File: src/rtl/tcdfp_pkg.sv
package tcdfp_pkg;
  typedef enum logic [1:0] {
    CC_OPEN = 2'd0,
    CC_RD   = 2'd1,
    CC_RA   = 2'd2
  } cc_cls_e;

  typedef enum logic {
    ST_IDLE   = 1'b0,
    ST_LINKED = 1'b1
  } attach_st_e;

  typedef enum logic [1:0] {
    ADV_DEFAULT = 2'd0,
    ADV_MID     = 2'd1,
    ADV_HIGH    = 2'd2
  } adv_e;

  // Rd takes precedence when both comparators fire.
  function automatic cc_cls_e classify(input logic rd, input logic ra);
    if (rd)      return CC_RD;
    else if (ra) return CC_RA;
    else         return CC_OPEN;
  endfunction
endpackage

File: src/rtl/tcdfp_cc_filter.sv
module tcdfp_cc_filter
  import tcdfp_pkg::*;
#(
  parameter int DEB_CYCLES = 1000
) (
  input  logic    clk,
  input  logic    rst_n,
  input  logic    rd,
  input  logic    ra,
  output cc_cls_e cls_q
);
  localparam int CW = $clog2(DEB_CYCLES + 1);
  localparam logic [CW-1:0] LAST = CW'(DEB_CYCLES - 1);

  cc_cls_e       raw;
  cc_cls_e       cand;
  logic [CW-1:0] cnt;

  assign raw = classify(rd, ra);

  always_ff @(posedge clk) begin
    if (!rst_n) begin
      cand  <= CC_OPEN;
      cnt   <= '0;
      cls_q <= CC_OPEN;
    end else if (raw != cand) begin
      cand <= raw;
      cnt  <= '0;
    end else if (cnt != LAST) begin
      cnt <= cnt + 1'b1;
    end else begin
      cls_q <= cand;
    end
  end
endmodule

File: src/rtl/tcdfp_attach_fsm.sv
module tcdfp_attach_fsm
  import tcdfp_pkg::*;
(
  input  logic    clk,
  input  logic    rst_n,
  input  cc_cls_e cls1,
  input  cc_cls_e cls2,
  output logic    linked,
  output logic    flip
);
  attach_st_e st;
  cc_cls_e    sel_cls;

  assign sel_cls = flip ? cls2 : cls1;
  assign linked  = (st == ST_LINKED);

  always_ff @(posedge clk) begin
    if (!rst_n) begin
      st   <= ST_IDLE;
      flip <= 1'b0;
    end else begin
      case (st)
        ST_IDLE: begin
          if (cls1 == CC_RD) begin
            st   <= ST_LINKED;
            flip <= 1'b0;
          end else if (cls2 == CC_RD) begin
            st   <= ST_LINKED;
            flip <= 1'b1;
          end
        end
        ST_LINKED: begin
          if (sel_cls != CC_RD) begin
            st   <= ST_IDLE;
            flip <= 1'b0;
          end
        end
        default: begin
          st   <= ST_IDLE;
          flip <= 1'b0;
        end
      endcase
    end
  end
endmodule

File: src/rtl/tcdfp_vconn_guard.sv
module tcdfp_vconn_guard #(
  parameter int FAULT_CYCLES = 500000
) (
  input  logic clk,
  input  logic rst_n,
  input  logic linked,
  input  logic fault_n,
  output logic tripped
);
  localparam int FW = $clog2(FAULT_CYCLES + 1);
  localparam logic [FW-1:0] LAST = FW'(FAULT_CYCLES - 1);

  logic [FW-1:0] cnt;

  always_ff @(posedge clk) begin
    if (!rst_n || !linked) begin
      cnt     <= '0;
      tripped <= 1'b0;
    end else if (!tripped) begin
      if (!fault_n) begin
        if (cnt == LAST) tripped <= 1'b1;
        else             cnt     <= cnt + 1'b1;
      end else begin
        cnt <= '0;
      end
    end
  end
endmodule

File: src/rtl/tcdfp_attach_ctrl.sv
module tcdfp_attach_ctrl
  import tcdfp_pkg::*;
#(
  parameter int DEB_CYCLES   = 1000,
  parameter int FAULT_CYCLES = 500000
) (
  input  logic       clk,
  input  logic       rst_n,
  input  logic       cc1_rd,
  input  logic       cc1_ra,
  input  logic       cc2_rd,
  input  logic       cc2_ra,
  input  logic       mode_a,
  input  logic       mode_b,
  input  logic       vbus_pol_strap,
  input  logic       vconn_pol_strap,
  input  logic       vconn_fault_n,
  input  logic       vbus_fault_n,
  output logic       hs_sel,
  output logic       hs_oe_n,
  output logic       ccmux_sel,
  output logic       ccmux_oe_n,
  output logic       vbus_en,
  output logic       vconn1_ctl,
  output logic       vconn2_ctl,
  output logic       attach_led,
  output logic [1:0] cur_adv
);
  localparam int NLINES = 2;

  logic    [NLINES-1:0] rd_v;
  logic    [NLINES-1:0] ra_v;
  cc_cls_e              cls [NLINES];
  logic                 linked;
  logic                 flip;
  logic                 tripped;
  logic                 vbus_pol_q;
  logic                 vconn_pol_q;
  logic                 v1_on;
  logic                 v2_on;
  adv_e                 adv;

  assign rd_v = {cc2_rd, cc1_rd};
  assign ra_v = {cc2_ra, cc1_ra};

  for (genvar i = 0; i < NLINES; i++) begin : g_line
    tcdfp_cc_filter #(.DEB_CYCLES(DEB_CYCLES)) u_filt (
      .clk   (clk),
      .rst_n (rst_n),
      .rd    (rd_v[i]),
      .ra    (ra_v[i]),
      .cls_q (cls[i])
    );
  end

  tcdfp_attach_fsm u_fsm (
    .clk    (clk),
    .rst_n  (rst_n),
    .cls1   (cls[0]),
    .cls2   (cls[1]),
    .linked (linked),
    .flip   (flip)
  );

  tcdfp_vconn_guard #(.FAULT_CYCLES(FAULT_CYCLES)) u_guard (
    .clk     (clk),
    .rst_n   (rst_n),
    .linked  (linked),
    .fault_n (vconn_fault_n),
    .tripped (tripped)
  );

  // Straps are captured for as long as reset is held low.
  always_ff @(posedge clk) begin
    if (!rst_n) begin
      vbus_pol_q  <= vbus_pol_strap;
      vconn_pol_q <= vconn_pol_strap;
    end
  end

  always_comb begin
    case ({mode_a, mode_b})
      2'b01:   adv = ADV_MID;
      2'b11:   adv = ADV_HIGH;
      default: adv = ADV_DEFAULT;
    endcase
  end

  assign v1_on = linked &  flip & (cls[0] == CC_RA) & ~tripped;
  assign v2_on = linked & ~flip & (cls[1] == CC_RA) & ~tripped;

  assign hs_sel     = linked & flip;
  assign ccmux_sel  = linked & flip;
  assign hs_oe_n    = ~linked;
  assign ccmux_oe_n = ~linked;
  assign attach_led = linked;
  assign vbus_en    = linked ^ vbus_pol_q;
  assign vconn1_ctl = v1_on ^ vconn_pol_q;
  assign vconn2_ctl = v2_on ^ vconn_pol_q;
  assign cur_adv    = adv;
endmodule

File: config.mk
export PLATFORM = sky130hd
export DESIGN_NAME = tcdfp_attach_ctrl
export DESIGN_NICKNAME = d
export VERILOG_FILES = /design/src/rtl/tcdfp_pkg.sv /design/src/rtl/tcdfp_cc_filter.sv /design/src/rtl/tcdfp_attach_fsm.sv /design/src/rtl/tcdfp_vconn_guard.sv /design/src/rtl/tcdfp_attach_ctrl.sv
export SDC_FILE = /design/constraint.sdc
export NUM_CORES = 1
export LEC_CHECK = 0
export BUFFER_PORTS_ARGS = -buffer_cell sky130_fd_sc_hd__buf_2
export CORE_MARGIN = 8
export CORE_UTILIZATION = 59
export DETAILED_ROUTE_END_ITERATION = 8
export HOLD_SLACK_MARGIN = 0.15
export MAX_ROUTING_LAYER = met4
export PLACE_DENSITY = 0.78
export SYNTH_ARGS = -nofsm -noshare
export SYNTH_HDL_FRONTEND = slang
export SYNTH_HIERARCHICAL = 1
export SYNTH_SLANG_ARGS = --single-unit
File: constraint.sdc
create_clock -name clk -period 1.9 [get_ports clk]
set_input_delay 0.19 -clock clk [delete_from_list [all_inputs] [get_ports clk]]
set_output_delay 0.19 -clock clk [all_outputs]
set_load 0.005 [all_outputs]
==> results.md, run 1 <==
* CP Class: flip-flop to flip-flop
* Vias in the first global route at 2206
* Clock sink count at 52
* Area Overhead vs Synth at 14.2%
* Fillers at 334
* GR Util met3 at 0.0459
* Crit path capture type: flip-flop
* Worst-skew pair later-pin latency at around 0.32 ns
* RSZ-0062 raised after global routing: false
* Die Wd at 83.5 um
* Drt first pass iters at 4
* CP max-delay cell: or4_1
* Detailed Route WL at 5550 um
* Most instantiated cells after synthesis: dfxtp_1, nor2_1, nand2_1
* Vias per cell at 5.83
* Achievable Freq at approximately 570 MHz
* Seq/Total Area, Yosys at 0.395
* Reg clk slew, reported paths at 0.10 ns
* GRT met2 Usage at 0.282
* DRC at 0
* FP Rows at 24
* Hold Violations, Final at 0
* Starting Density at 0.612
* Synth Warn # at 6
* Critical path's largest stage delay at approximately 0.5 ns
* Synth area leaders: dfxtp_1, nor2_1, nand2_1
* Cell taking the most area after synthesis: dfxtp_1
* Max FO, Critical Path at 17
* Least-Margin Pin Slew at 0.587 ns
* Post-Syn Area at 2690 um^2
* Min cycle time layout at 1.77 ns
* Post-Syn Nets at 316
* First-pass GRT wire length at ~9600 um
* Crit start category: flip-flop
* I/O pin cnt at 22
* Period utilisation layout at 0.930
* Ant diodes at 0
* Final-report max-slew violation count at 0
* Multi-input gate area at 1550 um^2
* Worst Path Buf+Inv at 0
* Pre-CTS setup slack at 0.0861 ns
* Largest net degree at the start of global routing at 19
* Power per standard cell area at just over 600 nW/um^2
* Met1 Usage GRT at 0.182
* Dpl hpwl at around 4000 um
* Setup-failing EPs final at 0
* Synthesized flop and latch total at 52
* Synth Flop Type: dfxtp_1
* Fraction of registers with async set/reset at 0
* Clock tree root buffer cell: clkbuf_8
* CTS tree: built
* Worst path cell trace: ha_1 -> and3_2 -> nand4_1 -> o21ai_4 -> or4_1 -> a21oi_1
* TNS Setup at 0 ns
* Busiest grt layer: met2
* Pleak at 0.00109 uW
* Core box area at approximately 4400 um^2
* Sequential cell area at approximately 1100 um^2
* Routed len/inst at around 14 um
* ANT nets after route at 0
* Synth cell types at 53
* DIE AREA at 6970 um^2
* Final Net Count at 355
* Syn Inst Count at 300
* Worst setup margin at 0.133 ns
* Clk_skew at 0.0111 ns
* Gpl congestion at 0.847
* Layout cells sized above 1 at 0.235
* Port Buf Inserts at 20
* GR Overflow Total at 0
* Worst Path Required at between 2 and 2.5 ns
* Post-CTS setup buffers at 0
* GRT Total Usage at 0.166
* VDD IR-drop max at 0.000414 V
* Clock buffer count from CTS at 5
* Area share of the largest cell type after synthesis at 0.373
* Rel. slew slack at 0.609
* Worst min path class: input port to flip-flop
* Post-synth EDFFs at 2
* DR vias at 2285
* Delay-heaviest family, CP: simple AND/OR/NAND/NOR gates
* Die Height at 83.5 um
* Outcome: completed
* Avg Inst Size Synth at 8.95 um^2
* Critical Path AT at 2.03 ns
* H-tree levels at 2
* Initial antenna violation count at 0
* Cell with the most instances after synthesis: dfxtp_1
* Iter 0 DRT Violations at roughly 220
* CTS Buffer Depth at 2
* Number of max-cap violations at 0
## flip-flops by register name, summed over array words and instances, names as in the netlist
register,flops
g_line.u_filt/cls_q,4
vbus_pol_q,1
u_guard/tripped,1
u_fsm/flip,1
u_guard/cnt,19
vconn_pol_q,1
g_line.u_filt/cnt,20
g_line.u_filt/cand,4
u_fsm/linked,1
## area by class of cell
type / count / area share
clock buffer: 5 / 0.0224
sequential: 52 / 0.346
inverter: 4 / 0.00490
tap: 52 / 0.0212
clock inverter: 3 / 0.00775
timing repair buffer: 42 / 0.0926
multi-input combinational: 234 / 0.505
## path summary, 6_finish.rpt
path,start,end,slack (ns),depth (start not counted)
max reg2reg,u_guard/cnt[0],u_guard/cnt[17],0.13,6
max,u_guard/cnt[0],u_guard/cnt[17],0.13,6
min,rst_n,u_fsm/flip,0.17,3
min reg2reg,u_guard/cnt[17],u_guard/cnt[17],0.49,2
## power by group
group	switching [uW]	leakage [uW]	internal [uW]	total, uW
combinational	56.7	0.000621	48.8	106
clock	401	0.0000495	270	672
sequential	9.27	0.000423	1110	1120
total	467	0.00109	1430	1890
## metrics by stage
step	power, uW	cell area [um^2]	cells	hold slack, ns	utilization
final	1890	3070	392	0.166	0.699
after global routing	1980	3070	392	0.157	0.699
after CTS	1910	3050	392	0.156	0.696
after detailed placement	1240	2900	378	0.372	0.662
after global placement	1230	2900	378	0.368	0.662
after floorplan	1200	2690	300	0.262	-
## timing repair
action                                 in CTS  in global routing
gates resized for setup                     0                  3
hold buffers                                6                  0
setup endpoints to repair                   0                  7
endpoints found under the hold margin       6                  0
## layer usage
layer / share of wire / vias up
met2: 0.50 / 30
met3: 0.033 / 8
met1: 0.46 / 1086
met5: 0 / -
li1: - / 1161
met4: 0.013 / 0
## cells by family (layout without fill, tap and decap cells)
family / count (synthesis) / after routing / share of synthesized area
buffers and inverters: 14 / 54 / 0.0317
DFF: 52 / 52 / 0.395
and+or+nand+nor: 143 / 143 / 0.315
xor gates and xnor gates: 19 / 19 / 0.0620
AOI/OAI and AO/OA: 62 / 62 / 0.156
adders and majority gates: 4 / 4 / 0.0186
muxes: 6 / 6 / 0.0224
## cell usage in the layout, fill, tap and decap left out, types with 4 or more instances in the layout
cell and count:
dfxtp_1 50, nor2_1 36, nand2_1 29, buf_2 20
a21oi_1 19, buf_4 15, xnor2_1 11, nand3_1 11
o21ai_0 10, and2_1 9, o211ai_1 9, xor2_1 8
o41ai_1 7, mux2i_1 6, dlygate4sd3_1 6, clkbuf_8 5
nand2_2 5, a31oi_1 5, nor2b_1 4, nand3b_1 4
nand4_1 4, nand3_2 4, nor3b_2 4, nor3_2 4
ha_1 4, and3_1 4
## worst register-to-register path, cell delays in order, from the launching register on
cell	delay, ns
dfxtp_1	0.32
ha_1	0.21
and3_2	0.23
nand4_1	0.16
o21ai_4	0.16
or4_1	0.50
a21oi_1	0.14
Power figures use the tool's default switching activity.
==> run 2, diff against run 1 <==
--- a/config.mk
+++ b/config.mk
@@ -10,8 +10,8 @@
 export CORE_UTILIZATION = 59
 export DETAILED_ROUTE_END_ITERATION = 8
 export HOLD_SLACK_MARGIN = 0.15
-export MAX_ROUTING_LAYER = met4
 export PLACE_DENSITY = 0.78
+export SETUP_SLACK_MARGIN = 0.4
 export SYNTH_ARGS = -nofsm -noshare
 export SYNTH_HDL_FRONTEND = slang
 export SYNTH_HIERARCHICAL = 1
==> run 2 against run 1 <==
Effect of this change: clock skew shrank 0.0014 ns; non-clock buffer count grew 12; global-route usage grew 0.99 points; fmax grew 2.2%; clock-buffer cell count grew 2; first-iteration DRC count shrank 21%; worst setup slack gained 0.038 ns; critical path depth grew 1; largest power group unchanged.
==> results.md, run 2 (same netlist as run 1, synthesis figures left out) <==
* Commonest non-fill, non-tap cells in the layout: nor2_1, dfxtp_1, nand2_1
* TNS Setup at 0 ns
* R2R Path Start: u_guard/cnt[0]
* I/O pin cnt at 22
* Core box area at 4380 um^2
* Clock sink count at 52
* Vias per cell at 5.94
* Drt first pass iters at 4
* CP Class: flip-flop to flip-flop
* Layout cells sized above 1 at 0.346
* Max FO, Critical Path at 7
* CTS tree: built
* Rel. slew slack at 0.645
* Critical Path AT at roughly 2 ns
* Final Net Count at roughly 370
* Number of max-cap violations at 0
* Worst path cell trace: ha_4 -> and3_4 -> nand4_1 -> o21ai_2 -> buf_6 -> or4_1 -> a21oi_1
* Post-Layout Inst Area at 3310 um^2
* Gpl congestion at just over 0.8
* Worst Path Required at 2.13 ns
* Biggest register: g_line.u_filt/cnt
* Met1 Usage GRT at 0.198
* DIE AREA at 6970 um^2
* FF-to-FF setup slack at 0.17 ns
* Max FFs per register at 20
* Power per standard cell area at between 500 and 600 nW/um^2
* VDD IR-drop max at 0.000479 V
* Hold Path Depth at 4
* First-pass GRT wire length at slightly above 10000 um
* Ant diodes at 0
* Delay-heaviest family, CP: simple AND/OR/NAND/NOR gates
* Clock buffer count from CTS at 5
* Worst min path class: input port to flip-flop
* Hold EP: u_guard/cnt[9]
* DRC at 0
* Iter 0 DRT Violations at roughly 170
* Worst r2r path cells at 7
* Starting Density at 0.612
* Setup-failing EPs final at 0
* Hold Violations, Final at 0
* Worst-skew pair later-pin latency at roughly 0.31 ns
* GR Util met3 at 0.0410
* Pleak at 0.00118 uW
* R2r endpoint: u_guard/cnt[8]
* Multi-input gate area at 1660 um^2
* Crit start category: flip-flop
* CP max-delay cell: or4_1
* DP Area at about 2900 um^2
* Vias in the first global route at 2262
* GRT Total Usage at 0.176
* GR Overflow Total at 0
* Final-report max-slew violation count at 0
* Critical path's largest stage delay at ~0.41 ns
* DR vias at 2404
* Routed len/inst at 15.9 um
* HP Start: vconn_fault_n
* Min cycle time layout at about 1.7 ns
* Sequential cell area at 1090 um^2
* RSZ-0062 raised after global routing: true
* Clk_skew at just under 0.01 ns
* Least-Margin Pin Slew at around 0.53 ns
* Initial antenna violation count at 0
* Die Height at 83.5 um
* Registers with the most flip-flops: g_line.u_filt/cnt x20, u_guard/cnt x19
* Worst Path Buf+Inv at 1
* Period utilisation layout at 0.910
* ANT nets after route at 0
* Fillers at between 300 and 400
* GRT met2 Usage at 0.310
* Crit path capture type: flip-flop
* Outcome: completed
* CTS Buffer Depth at 2
* Die Wd at 83.5 um
* Dpl hpwl at 3870 um
* Largest net degree at the start of global routing at 18
* Busiest grt layer: met2
* Area Overhead vs Synth at 23.3%
* PnR Total Power at 1860 uW
* Clock tree root buffer cell: clkbuf_8
* Port Buf Inserts at 20
* Reg clk slew, reported paths at 0.09 ns
* Detailed Route WL at 6440 um
* Achievable Freq at roughly 580 MHz
* H-tree levels at 2
* FP Rows at 24
## run 2: per-layer routing
| layer | share of wire | wire length (um) | vias up |
|---|---|---|---|
| met5 | 0 | 0 | - |
| met3 | 0.046 | 297 | 11 |
| li1 | - | - | 1182 |
| met1 | 0.43 | 2780 | 1155 |
| met4 | 0.018 | 116 | 0 |
| met2 | 0.50 | 3250 | 56 |
## run 2: area by class of cell
cell class              instances  area share
clock inverters                 1     0.00265
inverters                       4     0.00529
clock buffers                   7      0.0231
flip-flops and latches         52       0.329
well taps                      52      0.0197
multi-input cells             235       0.503
repair buffers                 54       0.118
## run 2: metrics by stage
step | utilization | instances | setup slack [ns] | hold WS (ns)
6_report | 0.755 | 405 | 0.171 | 0.275
5_1_grt | 0.755 | 405 | 0.101 | 0.287
4_1_cts | 0.730 | 400 | 0.248 | 0.265
3_5_place_dp | 0.660 | 371 | 0.204 | 0.369
3_3_place_gp | 0.660 | 371 | 0.226 | 0.366
2_1_floorplan | - | 300 | 0.336 | 0.262
## run 2: how the worst max path moves through the flow
| stage | slack (ns) | depth (start not counted) | to | start |
|---|---|---|---|---|
| after floorplan | 0.34 | 7 | u_guard/cnt[4] | u_guard/cnt[0] |
| after global routing | 0.10 | 5 | u_guard/cnt[17] | u_guard/cnt[5] |
| after detailed placement | 0.20 | 7 | u_guard/cnt[8] | u_guard/cnt[0] |
| after CTS | 0.25 | 7 | u_guard/cnt[8] | u_guard/cnt[0] |
| after global placement | 0.23 | 7 | u_guard/cnt[8] | u_guard/cnt[0] |
| final | 0.17 | 7 | u_guard/cnt[8] | u_guard/cnt[0] |
## run 2: repair_timing
item,4_1_cts,5_1_grt
gates cloned,1,1
pin swaps,18,10
hold buffers,6,0
endpoints found under the setup margin,20,26
setup buffers,14,4
endpoints found under the hold margin,6,0
resized for setup,21,18
## run 2: worst register-to-register path, delay by kind of cell (launching register included)
kind	cells	cell delay, ns
simple gates	3	0.73
buf+inv	1	0.15
compound gates	2	0.26
flops	1	0.36
fa+ha+maj	1	0.16
## run 2: report_power, final
group / switching (uW) / total, uW / internal (uW)
logic: 68.1 / 128 / 59.9
clock network: 360 / 624 / 264
registers: 10.8 / 1110 / 1100
==> run 3, diff against run 2 <==
--- a/config.mk
+++ b/config.mk
@@ -10,7 +10,7 @@
 export CORE_UTILIZATION = 59
 export DETAILED_ROUTE_END_ITERATION = 8
 export HOLD_SLACK_MARGIN = 0.15
-export PLACE_DENSITY = 0.78
+export PLACE_DENSITY = 0.79
 export SETUP_SLACK_MARGIN = 0.4
 export SYNTH_ARGS = -nofsm -noshare
 export SYNTH_HDL_FRONTEND = slang
==> run 3 against run 2 <==
Effect of this change: sequential cell count unchanged; clock power fell by 2%; worst setup slack improved by 0.037 ns; power decreased by 1.5%; routed wire length fell by 6.5%; register-to-register slack gained 0.04 ns; final cell count shrank 2.0%; first-iteration DRC count decreased by 6.9%; sequential share of layout area rose by 0.79 points; design area decreased by 2.0%; clock-buffer cell count did not move.
==> results.md, run 3 (same netlist as run 1, synthesis figures left out) <==
* I/O pin cnt at 22
* Largest net degree at the start of global routing at 18
* Worst min path class: input port to flip-flop
* Util after Layout at 0.740
* Hold Violations, Final at 0
* Number of max-cap violations at 0
* Die Height at 83.5 um
* CTS tree: built
* Port Buf Inserts at 20
* Clock sink count at 52
* ANT nets after route at 0
* DRC at 0
* Max FO, Critical Path at 5
* CTS Buffer Depth at 2
* Layout cells sized above 1 at 0.333
* Rel. slew slack at 0.653
* CP Class: flip-flop to flip-flop
* Crit path capture type: flip-flop
* Critical Path AT at 1.89 ns
* Crit start category: flip-flop
* Die Wd at 83.5 um
* Vias in the first global route at 2283
* Final-report max-slew violation count at 0
* Vias per cell at 5.97
* TNS Setup at 0 ns
* Pleak at 0.00114 uW
* Clock buffer count from CTS at 5
* DIE AREA at around 7000 um^2
* Max FFs per register at 20
* Crit path launch: u_guard/cnt[0]
* Ant diodes at 0
* Dpl hpwl at 3830 um
* Drt first pass iters at 4
* Commonest non-fill, non-tap cells in the layout: nor2_1, dfxtp_1, nand2_1
* FP Rows at 24
* Final Net Count at 360
* H-tree levels at 2
* Iter 0 DRT Violations at 162
* First-pass GRT wire length at 10100 um
* R2R Path Start: u_guard/cnt[0]
* Routed len/inst at 15.2 um
* Power per standard cell area at roughly 570 nW/um^2
* DR vias at roughly 2400
* Min cycle time layout at 1.69 ns
* GRT Total Usage at 0.169
* RSZ-0062 raised after global routing: true
* Starting Density at 0.612
* Setup-failing EPs final at 0
* Registers with the most flip-flops: g_line.u_filt/cnt x20, u_guard/cnt x19
* HP Start: vconn_fault_n
* Period utilisation layout at 0.891
* Least-Margin Pin Slew at 0.521 ns
* Clk_skew at 0.00565 ns
* Initial antenna violation count at 0
* Biggest register: g_line.u_filt/cnt
* Detailed Route WL at 6020 um
* Core box area at 4380 um^2
* Area Overhead vs Synth at 20.8%
* Achievable Freq at roughly 590 MHz
* Worst-skew pair later-pin latency at 0.30 ns
* Reg clk slew, reported paths at 0.09 ns
* Outcome: completed
* GR Overflow Total at 0
* Fillers at 319
* WHS at 0.322 ns
* Gpl congestion at 0.823
* Clock tree root buffer cell: clkbuf_8
* VDD IR-drop max at 0.000584 V
* Most common cell after layout, fill and taps aside: nor2_1
* Worst Path Required at 2.09 ns
run 3: cell count changes in the layout (fill, tap and decap cells not counted), moves of 2 or more:
cell,change
o21ai_0,+4
buf_6,-2
o21ai_1,-2
o41ai_1,-2
buf_4,-6
o21ai_2,-2
o41ai_2,+2
run 3: layer usage:
metal  up-vias  part of all wire  global-route usage
met5         -                 0                   0
met4         0             0.015              0.0722
met2        77              0.49               0.291
met3        13             0.055              0.0420
met1      1110              0.43               0.193
li1       1169                 -                   -
run 3: power breakdown:
group | internal [uW] | total [uW] | switching [uW] | leakage [uW]
clock | 264 | 610 | 346 | 0.0000424
sequential | 1100 | 1110 | 9.43 | 0.000433
combinational | 54.9 | 117 | 62.0 | 0.000667
total | 1420 | 1840 | 417 | 0.00114
run 3: worst max-delay path, cell delays in order (launching register included):
cell and delay [ns]:
dfxtp_4 0.38, ha_4 0.14, and3_4 0.17, nand4_1 0.20, o21bai_2 0.29, buf_2 0.21
nand3b_1 0.13, a21oi_1 0.06
run 3: worst paths after layout:
path / slack (ns) / cells after the start / to
worst min register to register: 0.49 / 2 / g_line[0].u_filt/cls_q[1]
worst max-delay path: 0.21 / 7 / u_guard/cnt[1]
worst max register to register: 0.21 / 7 / u_guard/cnt[1]
worst min-delay path: 0.32 / 4 / u_guard/cnt[9]
run 3: layout make-up:
type                            instances  area (um^2)  area share
Clock buffer                            7         76.3      0.0235
Clock inverter                          1         8.76     0.00270
Inverter                                4         17.5     0.00540
Multi-Input combinational cell        234         1660       0.511
Sequential cell                        52         1090       0.337
Tap cell                               52         65.1      0.0201
Timing Repair Buffer                   47          327       0.101
run 3: through the flow:
stage                     power (uW)  instance area [um^2]  setup slack (ns)  instances
after floorplan                 1190                  2740             0.336        300
after global placement          1230                  2890             0.204        371
after detailed placement        1240                  2890             0.143        371
after CTS                       1850                  3140             0.228        394
after global routing            1910                  3240             0.137        397
final                           1840                  3240             0.208        397
run 3: timing repair:
item / in CTS / in global routing
pin swaps: 8 / 10
setup endpoints to repair: 18 / 25
setup buffers: 7 / 3
gates resized for setup: 12 / 23
hold buffers: 6 / 0
gates cloned: 2 / 0
endpoints found under the hold margin: 6 / 0
